<file path="config.mk">
export PLATFORM = sky130hd
export DESIGN_NAME = cond_sci_unit
export DESIGN_NICKNAME = d
export VERILOG_FILES = /design/src/rtl/cond_sci_pkg.sv /design/src/rtl/cond_eval.sv /design/src/rtl/branch_decode.sv /design/src/rtl/bit_modify.sv /design/src/rtl/cond_sci_unit.sv
export SDC_FILE = /design/constraint.sdc
export NUM_CORES = 1
export LEC_CHECK = 0
export ABC_AREA = 1
export ABC_CLOCK_PERIOD_IN_PS = 1950
export BUFFER_PORTS_ARGS = -buffer_cell sky130_fd_sc_hd__buf_2
export CAP_MARGIN = 20
export CORE_UTILIZATION = 49
export DETAILED_ROUTE_END_ITERATION = 16
export GPL_ROUTABILITY_DRIVEN = 0
export HOLD_SLACK_MARGIN = 0.15
export PLACE_DENSITY = 0.85
export SLEW_MARGIN = 20
export SYNTH_ARGS = -nofsm -noshare
export SYNTH_HDL_FRONTEND = slang
export SYNTH_SLANG_ARGS = --single-unit
</file>
<file path="constraint.sdc">
create_clock -name clk -period 1.95 [get_ports clk]
set_clock_uncertainty 0.2 [all_clocks]
set_input_delay 0.39 -clock clk [delete_from_list [all_inputs] [get_ports clk]]
set_output_delay 0.39 -clock clk [all_outputs]
set_load 0.02 [all_outputs]
</file>
<file path="src/rtl/cond_sci_pkg.sv">
package cond_sci_pkg;
  localparam int COND_W = 4;

  typedef enum logic [1:0] {
    OP_SET = 2'd0,
    OP_CLR = 2'd1,
    OP_INV = 2'd2,
    OP_RSV = 2'd3
  } sci_op_e;

  typedef struct packed {
    logic n;
    logic v;
    logic z;
    logic c;
  } flags_t;
endpackage

</file>
<file path="src/rtl/cond_eval.sv">
module cond_eval
  import cond_sci_pkg::*;
(
  input  flags_t            flags,
  input  logic [COND_W-1:0] cond,
  output logic              holds
);
  logic lt;
  assign lt = flags.n ^ flags.v;

  always_comb begin
    case (cond)
      4'h0: holds = 1'b1;
      4'h1: holds = !flags.c;
      4'h2: holds = flags.c;
      4'h3: holds = !flags.c || flags.z;
      4'h4: holds = flags.c && !flags.z;
      4'h5: holds = lt;
      4'h6: holds = !lt;
      4'h7: holds = flags.z || lt;
      4'h8: holds = !flags.z && !lt;
      4'h9: holds = flags.z;
      4'hA: holds = !flags.z;
      4'hB: holds = flags.n;
      4'hC: holds = !flags.n;
      4'hD: holds = !flags.v;
      4'hE: holds = flags.v;
      default: holds = 1'b0;
    endcase
  end
endmodule

</file>
<file path="src/rtl/branch_decode.sv">
module branch_decode
  import cond_sci_pkg::*;
#(
  parameter int OPC_W = 8
) (
  input  logic [OPC_W-1:0]  opc,
  output logic              is_branch,
  output logic [COND_W-1:0] br_cond,
  output logic              force_take
);
  localparam int CLASS_W = 5;
  localparam int TOP_W   = OPC_W - CLASS_W;
  localparam logic [CLASS_W-1:0] CLASS_LO = 5'h1C;
  localparam logic [CLASS_W-1:0] CLASS_HI = 5'h1D;

  logic [CLASS_W-1:0] cls;
  logic [TOP_W-1:0]   top;

  assign cls = opc[CLASS_W-1:0];
  assign top = opc[OPC_W-1:CLASS_W];

  always_comb begin
    is_branch  = (cls == CLASS_LO) || (cls == CLASS_HI);
    br_cond    = {(cls == CLASS_HI), top};
    force_take = (cls == CLASS_HI) && (&top);
  end
endmodule

</file>
<file path="src/rtl/bit_modify.sv">
module bit_modify
  import cond_sci_pkg::*;
#(
  parameter int DATA_W = 16,
  parameter int BYTE_W = 8
) (
  input  sci_op_e           op,
  input  logic              size_word,
  input  logic [DATA_W-1:0] mask,
  input  logic [DATA_W-1:0] dest,
  input  logic              holds,
  output logic [DATA_W-1:0] result,
  output logic              we
);
  logic [DATA_W-1:0] lane;
  logic [DATA_W-1:0] eff_mask;
  logic [DATA_W-1:0] bool_word;
  logic              mask_zero;
  logic              bool_bit;

  genvar gi;
  generate
    for (gi = 0; gi < DATA_W; gi++) begin : g_lane
      if (gi < BYTE_W) begin : g_low
        assign lane[gi] = 1'b1;
      end else begin : g_high
        assign lane[gi] = size_word;
      end
    end
  endgenerate

  assign eff_mask  = mask & lane;
  assign mask_zero = (eff_mask == '0);
  assign bool_bit  = (op == OP_SET) ? holds : !holds;
  assign bool_word = (dest & ~lane) | ({{(DATA_W-1){1'b0}}, bool_bit} & lane);

  always_comb begin
    result = dest;
    we     = 1'b0;
    if (op != OP_RSV) begin
      if (mask_zero) begin
        if (op == OP_INV) begin
          we = holds;
          if (holds) result = dest ^ lane;
        end else begin
          we     = 1'b1;
          result = bool_word;
        end
      end else if (holds) begin
        we = 1'b1;
        case (op)
          OP_SET:  result = dest | eff_mask;
          OP_CLR:  result = dest & ~eff_mask;
          default: result = dest ^ eff_mask;
        endcase
      end
    end
  end
endmodule

</file>
<file path="src/rtl/cond_sci_unit.sv">
module cond_sci_unit
  import cond_sci_pkg::*;
#(
  parameter int DATA_W = 16,
  parameter int BYTE_W = 8,
  parameter int OPC_W  = 8
) (
  input  logic              clk,
  input  logic              rst_n,
  input  logic              in_valid,
  output logic              in_ready,
  input  logic              in_kind,
  input  logic [OPC_W-1:0]  in_opc,
  input  logic [3:0]        in_flags,
  input  logic [COND_W-1:0] in_cond,
  input  logic [1:0]        in_op,
  input  logic              in_size_word,
  input  logic [DATA_W-1:0] in_mask,
  input  logic [DATA_W-1:0] in_dest,
  output logic              out_valid,
  input  logic              out_ready,
  output logic [DATA_W-1:0] out_data,
  output logic              out_we,
  output logic              out_taken
);
  logic              is_branch, force_take, holds, mod_we, accept;
  logic [COND_W-1:0] br_cond, cond_sel;
  logic [DATA_W-1:0] mod_res;
  sci_op_e           op_e;

  assign op_e     = sci_op_e'(in_op);
  assign in_ready = !out_valid || out_ready;
  assign accept   = in_valid && in_ready;

  branch_decode #(.OPC_W(OPC_W)) u_bdec (
    .opc(in_opc), .is_branch(is_branch), .br_cond(br_cond), .force_take(force_take)
  );

  assign cond_sel = in_kind ? br_cond : in_cond;

  cond_eval u_ceval (.flags(flags_t'(in_flags)), .cond(cond_sel), .holds(holds));

  bit_modify #(.DATA_W(DATA_W), .BYTE_W(BYTE_W)) u_bmod (
    .op(op_e), .size_word(in_size_word), .mask(in_mask), .dest(in_dest),
    .holds(holds), .result(mod_res), .we(mod_we)
  );

  always_ff @(posedge clk) begin
    if (!rst_n) begin
      out_valid <= 1'b0;
      out_data  <= '0;
      out_we    <= 1'b0;
      out_taken <= 1'b0;
    end else if (in_ready) begin
      out_valid <= in_valid;
      if (in_valid) begin
        out_data  <= in_kind ? in_dest : mod_res;
        out_we    <= in_kind ? 1'b0 : mod_we;
        out_taken <= in_kind && is_branch && (force_take || holds);
      end
    end
  end

  // a stalled result holds steady
  a_r10_hold: assert property (@(posedge clk) disable iff (!rst_n)
    (out_valid && !out_ready) |=> (out_valid && $stable(out_data) && $stable(out_we) && $stable(out_taken)));

  // an empty output register always accepts
  a_r11_ready: assert property (@(posedge clk) disable iff (!rst_n)
    !out_valid |-> in_ready);

  a_r8_bsr_taken: assert property (@(posedge clk) disable iff (!rst_n)
    (accept && in_kind && in_opc == 8'hFD) |=> out_taken);

  a_r9_not_branch: assert property (@(posedge clk) disable iff (!rst_n)
    (accept && (!in_kind || (in_opc[4:0] != 5'h1C && in_opc[4:0] != 5'h1D))) |=> !out_taken);

  a_r7_branch_no_write: assert property (@(posedge clk) disable iff (!rst_n)
    (accept && in_kind) |=> (!out_we && out_data == $past(in_dest)));

  a_r12_reserved: assert property (@(posedge clk) disable iff (!rst_n)
    (accept && !in_kind && in_op == 2'd3) |=> (!out_we && out_data == $past(in_dest)));

  a_r6_upper_pass: assert property (@(posedge clk) disable iff (!rst_n)
    (accept && !in_kind && !in_size_word) |=> (out_data[DATA_W-1:BYTE_W] == $past(in_dest[DATA_W-1:BYTE_W])));

  a_r1_never_invert: assert property (@(posedge clk) disable iff (!rst_n)
    (accept && !in_kind && in_cond == 4'hF && in_op == 2'd2) |=> !out_we);
endmodule

</file>
== After elaboration in Yosys (flattened, before gate mapping) ==
Cells that the tools add are included.

* Register bits after elaboration: 19
* Input bits: 56
* Output and inout bits: 20
* Logic and storage cells: 71

* Equal/unequal tests: 19
* Multiplexer cells: 15
* Bitwise logic cells: 11
* Reduce and logical (&&, ||, !) cells: 22

{| class="wikitable"
|+ Operators by type and width
! kind !! count
|-
| $mux W16 || 6
|-
| $and A16 B16 Y16 || 3
|-
| $not A16 Y16 || 2
|-
| $or A16 B16 Y16 || 2
|-
| $pmux W16 S2 || 1
|-
| $xor A16 B16 Y16 || 2
|-
| $eq A4 B4 Y1 const B || 7
|-
| $and A1 B16 Y16 || 1
|-
| $eq A4 B3 Y1 const B || 4
|-
| $logic_not A16 Y1 || 1
|-
| $pmux W1 S15 || 1
|-
| $eq A5 B5 Y1 const B || 2
|-
| $eq A4 B2 Y1 const B || 2
|-
| $logic_not A1 Y1 || 7
|-
| $mux W1 || 6
|-
| $logic_and A1 B1 Y1 || 5
|-
| $logic_or A1 B1 Y1 || 5
|-
| $eq A4 B1 Y1 const B || 1
|-
| $logic_not A4 Y1 || 1
|-
| $mux W4 || 1
|-
| $reduce_and A3 Y1 || 1
|-
| $eq A2 B1 Y1 const B || 1
|-
| $eq A2 B2 Y1 const B || 1
|-
| $logic_not A2 Y1 || 1
|-
| other kinds (3) || 3
|}

== Longest topological paths before layout ==
Gate-level depths: netlist of run 1.

* Depth after elaboration: 12
* Depth in mapped cells: 17

== Modules after synthesis ==
A second synthesis of run 1 with hierarchy kept.

* Cells, all modules: 617
* Area, all modules: 3364.5 um^2

{| class="wikitable"
|+ By module, submodules not included
! module !! times used !! cells an instance !! area each (um^2) !! sequential area each (um^2)
|-
| bit_modify || 1 || 373 || 2025.7 || 0.0
|-
| cond_sci_unit || 1 || 186 || 1063.5 || 380.4
|-
| cond_eval || 1 || 44 || 198.9 || 0.0
|-
| branch_decode || 1 || 14 || 76.3 || 0.0
|}

== Least setup slack after synthesis of run 1 ==
No wires, ideal clock.

* Path kind: in2reg
* Start: input port in_size_word
* End: register out_data[4]
* Library setup time: 0.136 ns
* Arrival: 1.652 ns
* Required time: 1.614 ns
* Slack: -0.038 ns
* Cell stages on the path: 12
* Path buffers: 2
* Path through: buf_2 > nand2_1 > nand3_1 > a21oi_1 > nand3_2 > inv_2 > buf_4 > o21ai_0 > o21ai_1 > nand2_1 > nand2_1 > a21oi_2

* Word-level cells in the longest chain between the ends: 5

{| class="wikitable"
|+ RTL lines
! element !! line !! RTL
|-
| from (decl) || cond_sci_unit.sv:17 || <nowiki>input logic in_size_word,</nowiki>
|-
| $and A16 B16 Y16 || bit_modify.sv:32 || <nowiki>assign eff_mask = mask & lane;</nowiki>
|-
| $logic_not A16 Y1 || bit_modify.sv:33 || <nowiki>assign mask_zero = (eff_mask == '0);</nowiki>
|-
| $mux W16 || bit_modify.sv:41 || <nowiki>if (mask_zero) begin</nowiki>
|-
| $mux W16 || bit_modify.sv:40 || <nowiki>if (op != OP_RSV) begin</nowiki>
|-
| $mux W16 || cond_sci_unit.sv:57 || <nowiki>out_data <= in_kind ? in_dest : mod_res;</nowiki>
|-
| to (signal assigned) || cond_sci_unit.sv:57 ||
|-
| to (decl) || cond_sci_unit.sv:22 || <nowiki>output logic [DATA_W-1:0] out_data,</nowiki>
|}

No other way between the ends.
A chain may end at the register's enable or synchronous reset.

== Final worst setup path of run 1 ==
* Start: input port in_kind
* End: register out_data[9]

* Word-level cells in the longest chain between the ends: 8
* Elaborated cells between the ends (all ways): 23
* Those cells by class: eq/ne (14); mux (8); reduce/logical (1)

{| class="wikitable"
|+ RTL lines
! element !! line !! RTL
|-
| from (decl) || cond_sci_unit.sv:12 || <nowiki>input logic in_kind,</nowiki>
|-
| $mux W4 || cond_sci_unit.sv:39 || <nowiki>assign cond_sel = in_kind ? br_cond : in_cond;</nowiki>
|-
| $eq A4 B4 Y1, or another cell as far along || cond_eval.sv:12 || <nowiki>case (cond)</nowiki>
|-
| $pmux W1 S15 || cond_eval.sv:12 ||
|-
| $mux W16 || bit_modify.sv:44 || <nowiki>if (holds) result = dest ^ lane;</nowiki>
|-
| $mux W16 || bit_modify.sv:42 || <nowiki>if (op == OP_INV) begin</nowiki>
|-
| $mux W16 || bit_modify.sv:41 ||
|-
| $mux W16 || bit_modify.sv:40 ||
|-
| $mux W16 * || cond_sci_unit.sv:57 ||
|}

Mark *: on every way between the ends. The rest lies on a longest branch, timed or not.

==> results.md, run 1 <==
- The data arrival time of the critical path is 1860 ps.
- In the final design database the tool counted about 650 nets.
- The combinational power share is 54.5%.
- The final number of hold-violating endpoints is 0.
- The first global-routing pass estimated about 13 mm of wire.
- For this design the ratio of total power to cell area is 445 nW/µm².
- The max-cap check violation count is 0.
- The yosys synthesis warning count is 0.
- The number of nets in the synthesized netlist is 545.
- The worst-case IR drop observed on VDD is 0.375 mV.
- The ratio of cells with drive above 1 in the final layout is 28.9%.
- The flow ran to the end, and the final reports show no timing, DRC or antenna violations.
- The mapped netlist covers 2700 µm².
- The static leakage power is 1.94 nW.
- CTS placed an instance of clkbuf_8 at the clock tree root.
- The number of diodes is 0.
- The I/O pin count is 76.
- The portion of total power attributed to the clock network is 18.1%.
- The ratio of final minimum period to clock period is 99.1%.
- The TritonCTS clock tree is built.
- The smallest clock period supported by the final layout is computed as 1930 ps.
- The end-of-flow core utilization is about 69%.
- TritonCTS created 3 clock buffers.
- The first routing iteration left 356 violations.
- STA puts the critical path data required time at 1880 ps.
- The max-slew headroom at the worst pin is 60.2%.
- The number of antenna violations at the first check in global routing was 0.
- For this design the total switching power over the nets is a little under 700 µW.
- The standard-cell row count is 26.
- The critical path is of the primary input to register type.
- The total non-filler cell area in the finished layout is approximately 3600 µm².
- The max-slew violation count came to 0.
- The post-synthesis instance total is between 400 and 500.
- Summed over all layers, the routed wires come to ~8.5 mm.
- The horizontal extent of the die is 76.2 µm.
- The worst hold-check slack is 203 ps.
- The post-synthesis cell type count is 28.
- The worst-margin pin slew is between 500 and 600 ps.
- The final critical-path setup slack is 18.3 ps.
- The floorplan step defined a die boundary enclosing 5800 µm².
- The endpoint identified for the worst register-to-register timing path is out_data[5].
- After detailed routing, the average wire length per cell comes to 13.7 µm.
- The aggregate global routing overflow is 0.
- The post-synthesis area per instance is between 6 and 7 µm².
- In this run the worst setup path begins at in_kind.
- The residual DRC count is 0.
- At the later pin of the worst-skew pair, clock insertion delay measures 260 ps.
- The length of the first detailed-routing pass in iterations is 6.
- Clock-pin slew was measured on the worst setup and hold paths at 80 ps.
- Timing analysis after detailed placement gives a worst setup slack of -245 ps.
- The effective utilization at floorplan is approximately 52%.
- The highest clock rate is 518 MHz.
- The sequential fraction of the synthesis area is approximately 14%.
- The classification of the worst-slack hold path is primary input to register.
- Entering global routing, the biggest net connects 23 pins.
- In this run the vertical extent of the chip is 76.2 µm.
- The wire-length estimate of the detail-placed layout is 5.99 mm.
- In this run the tool buffered the top-level ports with 75 buffer cells.
- The synthesis-stage register bit count is 19.
- The area growth from synthesis to layout is 33.1%.
- The placed standard-cell area is roughly 3300 µm².
- The number of nets with antenna violations after routing is 0.
- The region available for standard cell placement spans 5200 µm².
- The number of cell instances on the worst register-to-register path is 5.
- The worst setup path endpoint is out_data[9].
- The number of global-route vias before repair is 2964.
- The clock sink count is 19.
- For this run, the total global-route usage over all layers was measured as a little over a quarter.
- The H-tree level count is 1.
- The worst setup path is captured at a register.
- The total internal power is approximately 920 µW.
- Setup violations remaining at the end of the flow were counted as 0.
- The sequential group share of total power is 27.4%.
- The longest clock path from root to sink contains 2 buffers.
- Dividing the detail-routed via count by the number of cells gives 5.46.
- The count of vias placed by the detailed router is about 3400.
- The worst setup path is launched from a primary input.
- The reg-to-reg critical path startpoint is out_valid.
- The share of total power consumed by net switching is 42.3%.
- The critical-path maximum fanout is 8.
- The register-to-register path setup slack is between 300 and 400 ps.
[synthesized netlist by cell type, drive strengths merged]
master | instances | area (µm²)
o21ai | 26 | 134
nor2 | 32 | 125
nand3 | 46 | 248
a221oi | 2 | 17.5
nor3 | 1 | 10.0
a21oi | 47 | 258
dfxtp | 19 | 380
inv | 53 | 201
clkbuf | 8 | 30.0
nand4 | 4 | 25.0
buf | 11 | 76.3
nand2 | 147 | 594
ha | 40 | 500
o211ai | 12 | 90.1
or2 | 1 | 6.26
[worst max-delay path, cell delays in order]
cell     delay, ps
buf_12         120
nand2_2         90
o21ai_4         80
or2_1          240
nand2_2         90
nand3_4        170
buf_12         200
nand3_1         70
nand3_1         90
nand2_1         70
nand3_1         60
nand2_1        110
a21oi_1         60
[sequential cells by signal (all words and copies together) (netlist names)]
signal     count
out_we         1
out_valid      1
out_data      16
out_taken      1
[cell families (layout without fill, tap and decap cells)]
kind of cell,after synthesis,in the layout,share of synthesized area (%)
AO/OA/AOI/OAI,87,87,18.5
flip-flops,19,19,14.1
buffers and inverters,72,173,11.4
AND/OR/NAND/NOR,231,232,37.4
adder cells (fa/ha/maj),40,40,18.6
[worst min path at each step]
stage / from / end / slack [ps] / depth (start not counted)
2_1_floorplan: rst_n / out_data[5] / 330 / 2
3_3_place_gp: out_data[1] / out_data[1] / 250 / 2
3_5_place_dp: out_data[1] / out_data[1] / 260 / 2
4_1_cts: rst_n / out_data[6] / 200 / 3
5_1_grt: rst_n / out_data[6] / 230 / 3
6_report: rst_n / out_data[7] / 200 / 3
[layout make-up]
type,count,area (µm²)
clock buffers,3,41.3
clock inverters,1,5.00
fillers,440,1620
inverters,53,204
multi-input cells,359,2100
flip-flops and latches,19,380
well taps,70,87.6
repair buffers,116,768
[power by group through the flow]
stage	clock network (mW)	logic [mW]	registers, mW
floorplan	0	0.455	0.481
global placement	0	0.715	0.443
detailed placement	0	0.741	0.444
CTS	0.286	0.746	0.436
global route	0.301	0.956	0.439
finish	0.289	0.870	0.437
[metal layers]
metal / up-vias / global-route usage, % / share of wire [%]
li1: 1671 / - / -
met5: - / 0 / 0
met4: 0 / 7.12 / 2.0
met3: 25 / 3.47 / 8.4
met2: 199 / 43.6 / 47
met1: 1493 / 35.5 / 43
[layout by cell type, fill, tap and decap left out, drive strengths merged]
master | Yosys | routed
nor2 | 32 | 32
nand4 | 4 | 4
nor3 | 1 | 1
dfxtp | 19 | 19
inv | 53 | 53
o21ai | 26 | 26
ha | 40 | 40
clkbuf | 8 | 5
a221oi | 2 | 2
a21oi | 47 | 47
or2 | 1 | 1
clkinv | 0 | 1
buf | 11 | 114
o211ai | 12 | 12
nand3 | 46 | 46
nand2 | 147 | 148
[per-stage QoR]
step           total power, mW  setup TNS (ps)  cells
2_1_floorplan            0.936           -1.32    449
3_3_place_gp              1.16           -2170    612
3_5_place_dp              1.19           -3540    612
4_1_cts                   1.47               0    616
5_1_grt                   1.70            -402    621
6_report                  1.60               0    621
[timing repair]
item | in CTS | in global routing
hold buffers | 0 | 0
endpoints found under the setup margin | 0 | 17
setup buffers | 0 | 2
gates resized for setup | 0 | 30
Power figures use the tool's default switching activity.
==> inputs of run 2 (changes only) <==
--- a/config.mk
+++ b/config.mk
@@ -7,12 +7,12 @@
 export LEC_CHECK = 0
 export ABC_AREA = 1
-export ABC_CLOCK_PERIOD_IN_PS = 1950
+export ABC_CLOCK_PERIOD_IN_PS = 2200
 export BUFFER_PORTS_ARGS = -buffer_cell sky130_fd_sc_hd__buf_2
 export CAP_MARGIN = 20
-export CORE_UTILIZATION = 49
+export CORE_UTILIZATION = 54
 export DETAILED_ROUTE_END_ITERATION = 16
 export GPL_ROUTABILITY_DRIVEN = 0
 export HOLD_SLACK_MARGIN = 0.15
-export PLACE_DENSITY = 0.85
+export PLACE_DENSITY = 0.88
 export SLEW_MARGIN = 20
 export SYNTH_ARGS = -nofsm -noshare
==> constraint.sdc (replaced) <==
create_clock -name clk -period 2.2 [get_ports clk]
set_clock_uncertainty 0.2 [all_clocks]
set_input_delay 0.11 -clock clk [delete_from_list [all_inputs] [get_ports clk]]
set_output_delay 0.11 -clock clk [all_outputs]
set_load 0.02 [all_outputs]
==> results.md, run 2 (synthesis results as in run 1) <==
- The type of origin of the critical path is a primary input.
- The highest clock rate is 503 MHz.
- The data arrival time of the critical path is 1990 ps.
- The final number of hold-violating endpoints is 0.
- The max-slew headroom at the worst pin is 59.7%.
- The area of the multi-input gates is 2010 µm².
- After clock tree synthesis, the setup repair step added 0 buffers.
- The area of the core is approximately 4800 µm².
- Once the floorplan was initialized, standard cells occupied between 50% and 60% of the core.
- The first detailed-routing pass ran for 5 iterations.
- The ratio of cells with drive above 1 in the final layout is 20.6%.
- The path class of the tightest hold or removal check is primary input to register.
- The register with the most flip-flops in the layout has 16 of them.
- The first routing iteration left about 350 violations.
- The max-slew violation count is 0.
- The static leakage power is 1.82 nW.
- The total wire length is around 8.1 mm.
- The TritonCTS clock tree is built.
- In the routed design, unresolved DRC markers number 0.
- The count of vias placed by the detailed router is 3342.
- The number of nets with antenna violations after routing is 0.
- The clock passes through at most 2 buffers.
- Dividing the detail-routed wire length by the instance count gives around 13 µm.
- The largest net degree at the start of global routing is 33.
- The number of diodes is 0.
- Setup repair after global routing left no endpoint under its margin.
- The floorplan step set the die width to roughly 73 µm.
- The largest register by flop count is out_data.
- For the worst setup path, the data required time is between 2000 and 2500 ps.
- The peak supply drop is 0.360 mV.
- In this run the count of I/O pins placed on the die edge is 76.
- The number of antenna violations at the first check in global routing was 0.
- The initialized floorplan defines 25 standard-cell rows.
- The count of buffers added on input and output ports is 75.
- In the layout the commonest cells are nand2_1 (136), buf_2 (75), inv_1 (51).
- In the final design database the tool counted 637 nets.
- Counting the buffers created by CTS gives 3.
- The wire length of the first global-routing pass is 13.1 mm.
- The total power after layout is 1.29 mW.
- The floorplan die area is 5280 µm².
- The endpoint class of the critical path is a register.
- For flop-to-flop paths, the worst setup slack is approximately 670 ps.
- The path type of the worst setup path is primary input to register.
- The buffer cell driving the clock tree root is clkbuf_8.
- The power density relative to cell area is 382 nW/µm².
- The final total negative setup slack is 0 ps.
- The flow ran to the end, and the final reports show no timing, DRC or antenna violations.
- At the pin with the least slew margin, the transition time is approximately 600 ps.
- The layout has 419 filler cells.
- Clock-pin slew was measured on the worst setup and hold paths at 80 ps.
- The vertical extent of the die is 72.7 µm.
- The critical-path maximum fanout is 2.
- Setup violations remaining at the end of the flow were counted as 0.
- In this run the number of H-tree levels came out at 1.
- The clock drives 19 sinks.
- The total global-route track usage is 31.2%.
- Using the TritonRoute via totals, the vias-per-cell ratio works out to between 5 and 6.
- The tool flagged a number of max-cap violations equal to 0.
- Detailed placement ended at an HPWL of 5.65 mm.
- The total overflow left after global routing is 0.
- Relative to the synthesized area, the layout overhead comes to 25.7%.
- The most common cell after layout, fill and taps aside is nand2_1.
- The worst register-to-register path begins at out_valid.
- The number of global-route vias before repair is 3102.
- The most critical setup path has its startpoint at in_opc[3].
- In the finished design, the share of the clock period the worst path needs comes to 90.4%.
- The start point of the worst hold path is in_valid.
- The clock reaches the later pin of the worst-skew pair after between 200 and 300 ps.
- The sequential standard cell area is 380 µm².
- The smallest clock period supported by the final layout is computed as 1990 ps.
- The number of resized instances in the post-cts repair step is 0.
## run 2: cell count changes in the layout (fill, tap and decap cells not counted), moves of 2 or more
| cell | previous run | this run |
|---|---|---|
| a21oi_1 | 39 | 41 |
| a21oi_2 | 8 | 6 |
| buf_12 | 3 | 0 |
| buf_2 | 73 | 75 |
| buf_4 | 37 | 7 |
| clkbuf_16 | 2 | 0 |
| dlygate4sd3_1 | 0 | 24 |
| nand2_1 | 130 | 136 |
| nand2_2 | 12 | 8 |
| nand2_8 | 3 | 0 |
| nand3_1 | 41 | 44 |
| nand3_2 | 4 | 1 |
## run 2: final cells by class
class | count | area share, %
sequential | 19 | 11.2
clock buffer | 3 | 1.22
timing repair buffer | 106 | 19.7
clock inverter | 1 | 0.148
tap | 67 | 2.47
inverter | 53 | 5.95
multi-input combinational | 358 | 59.3
## run 2: power by group
group / internal, mW / switching [mW] / leakage, nW
Sequential: 0.372 / 0.0160 / 0.157
Combinational: 0.250 / 0.399 / 1.63
Clock: 0.126 / 0.130 / 0.0255
Total: 0.748 / 0.545 / 1.82
## run 2: critical path, stage by stage
cell and delay (ps):
buf_2 70, nand2_1 40, nor2_1 110, dlygate4sd3_1 600, nand4_1 80, dlygate4sd3_1 550, o21ai_0 140, nand4_1 150
a21oi_1 140
## run 2: repair_timing
item | in CTS | in global routing
endpoints found under the hold margin | 18 | 0
hold buffers | 24 | 0
endpoints found under the setup margin | 0 | 0
## run 2: metrics by stage
stage	utilization (%)	instances	setup slack [ps]	hold WS, ps	area, µm²
finish	71.3	607	211	183	3390
global route	71.3	607	67.4	201	3390
CTS	71.3	607	217	179	3390
detailed placement	65.2	579	83.9	198	3100
global placement	65.2	579	176	197	3100
floorplan	-	449	492	48.4	2700
## run 2: final timing paths
check / endpoint / cells past startpoint
setup / recovery: out_taken / 9
hold / removal: out_valid / 4
setup reg to reg: out_data[5] / 6
hold reg to reg: out_we / 2
## run 2: layer usage
metal	vias to the layer above	wire (µm)	track usage [%]
met2	186	3820	55.5
met5	-	0	0
met3	30	639	4.56
li1	1652	-	-
met1	1474	3340	37.4
met4	0	271	12.6
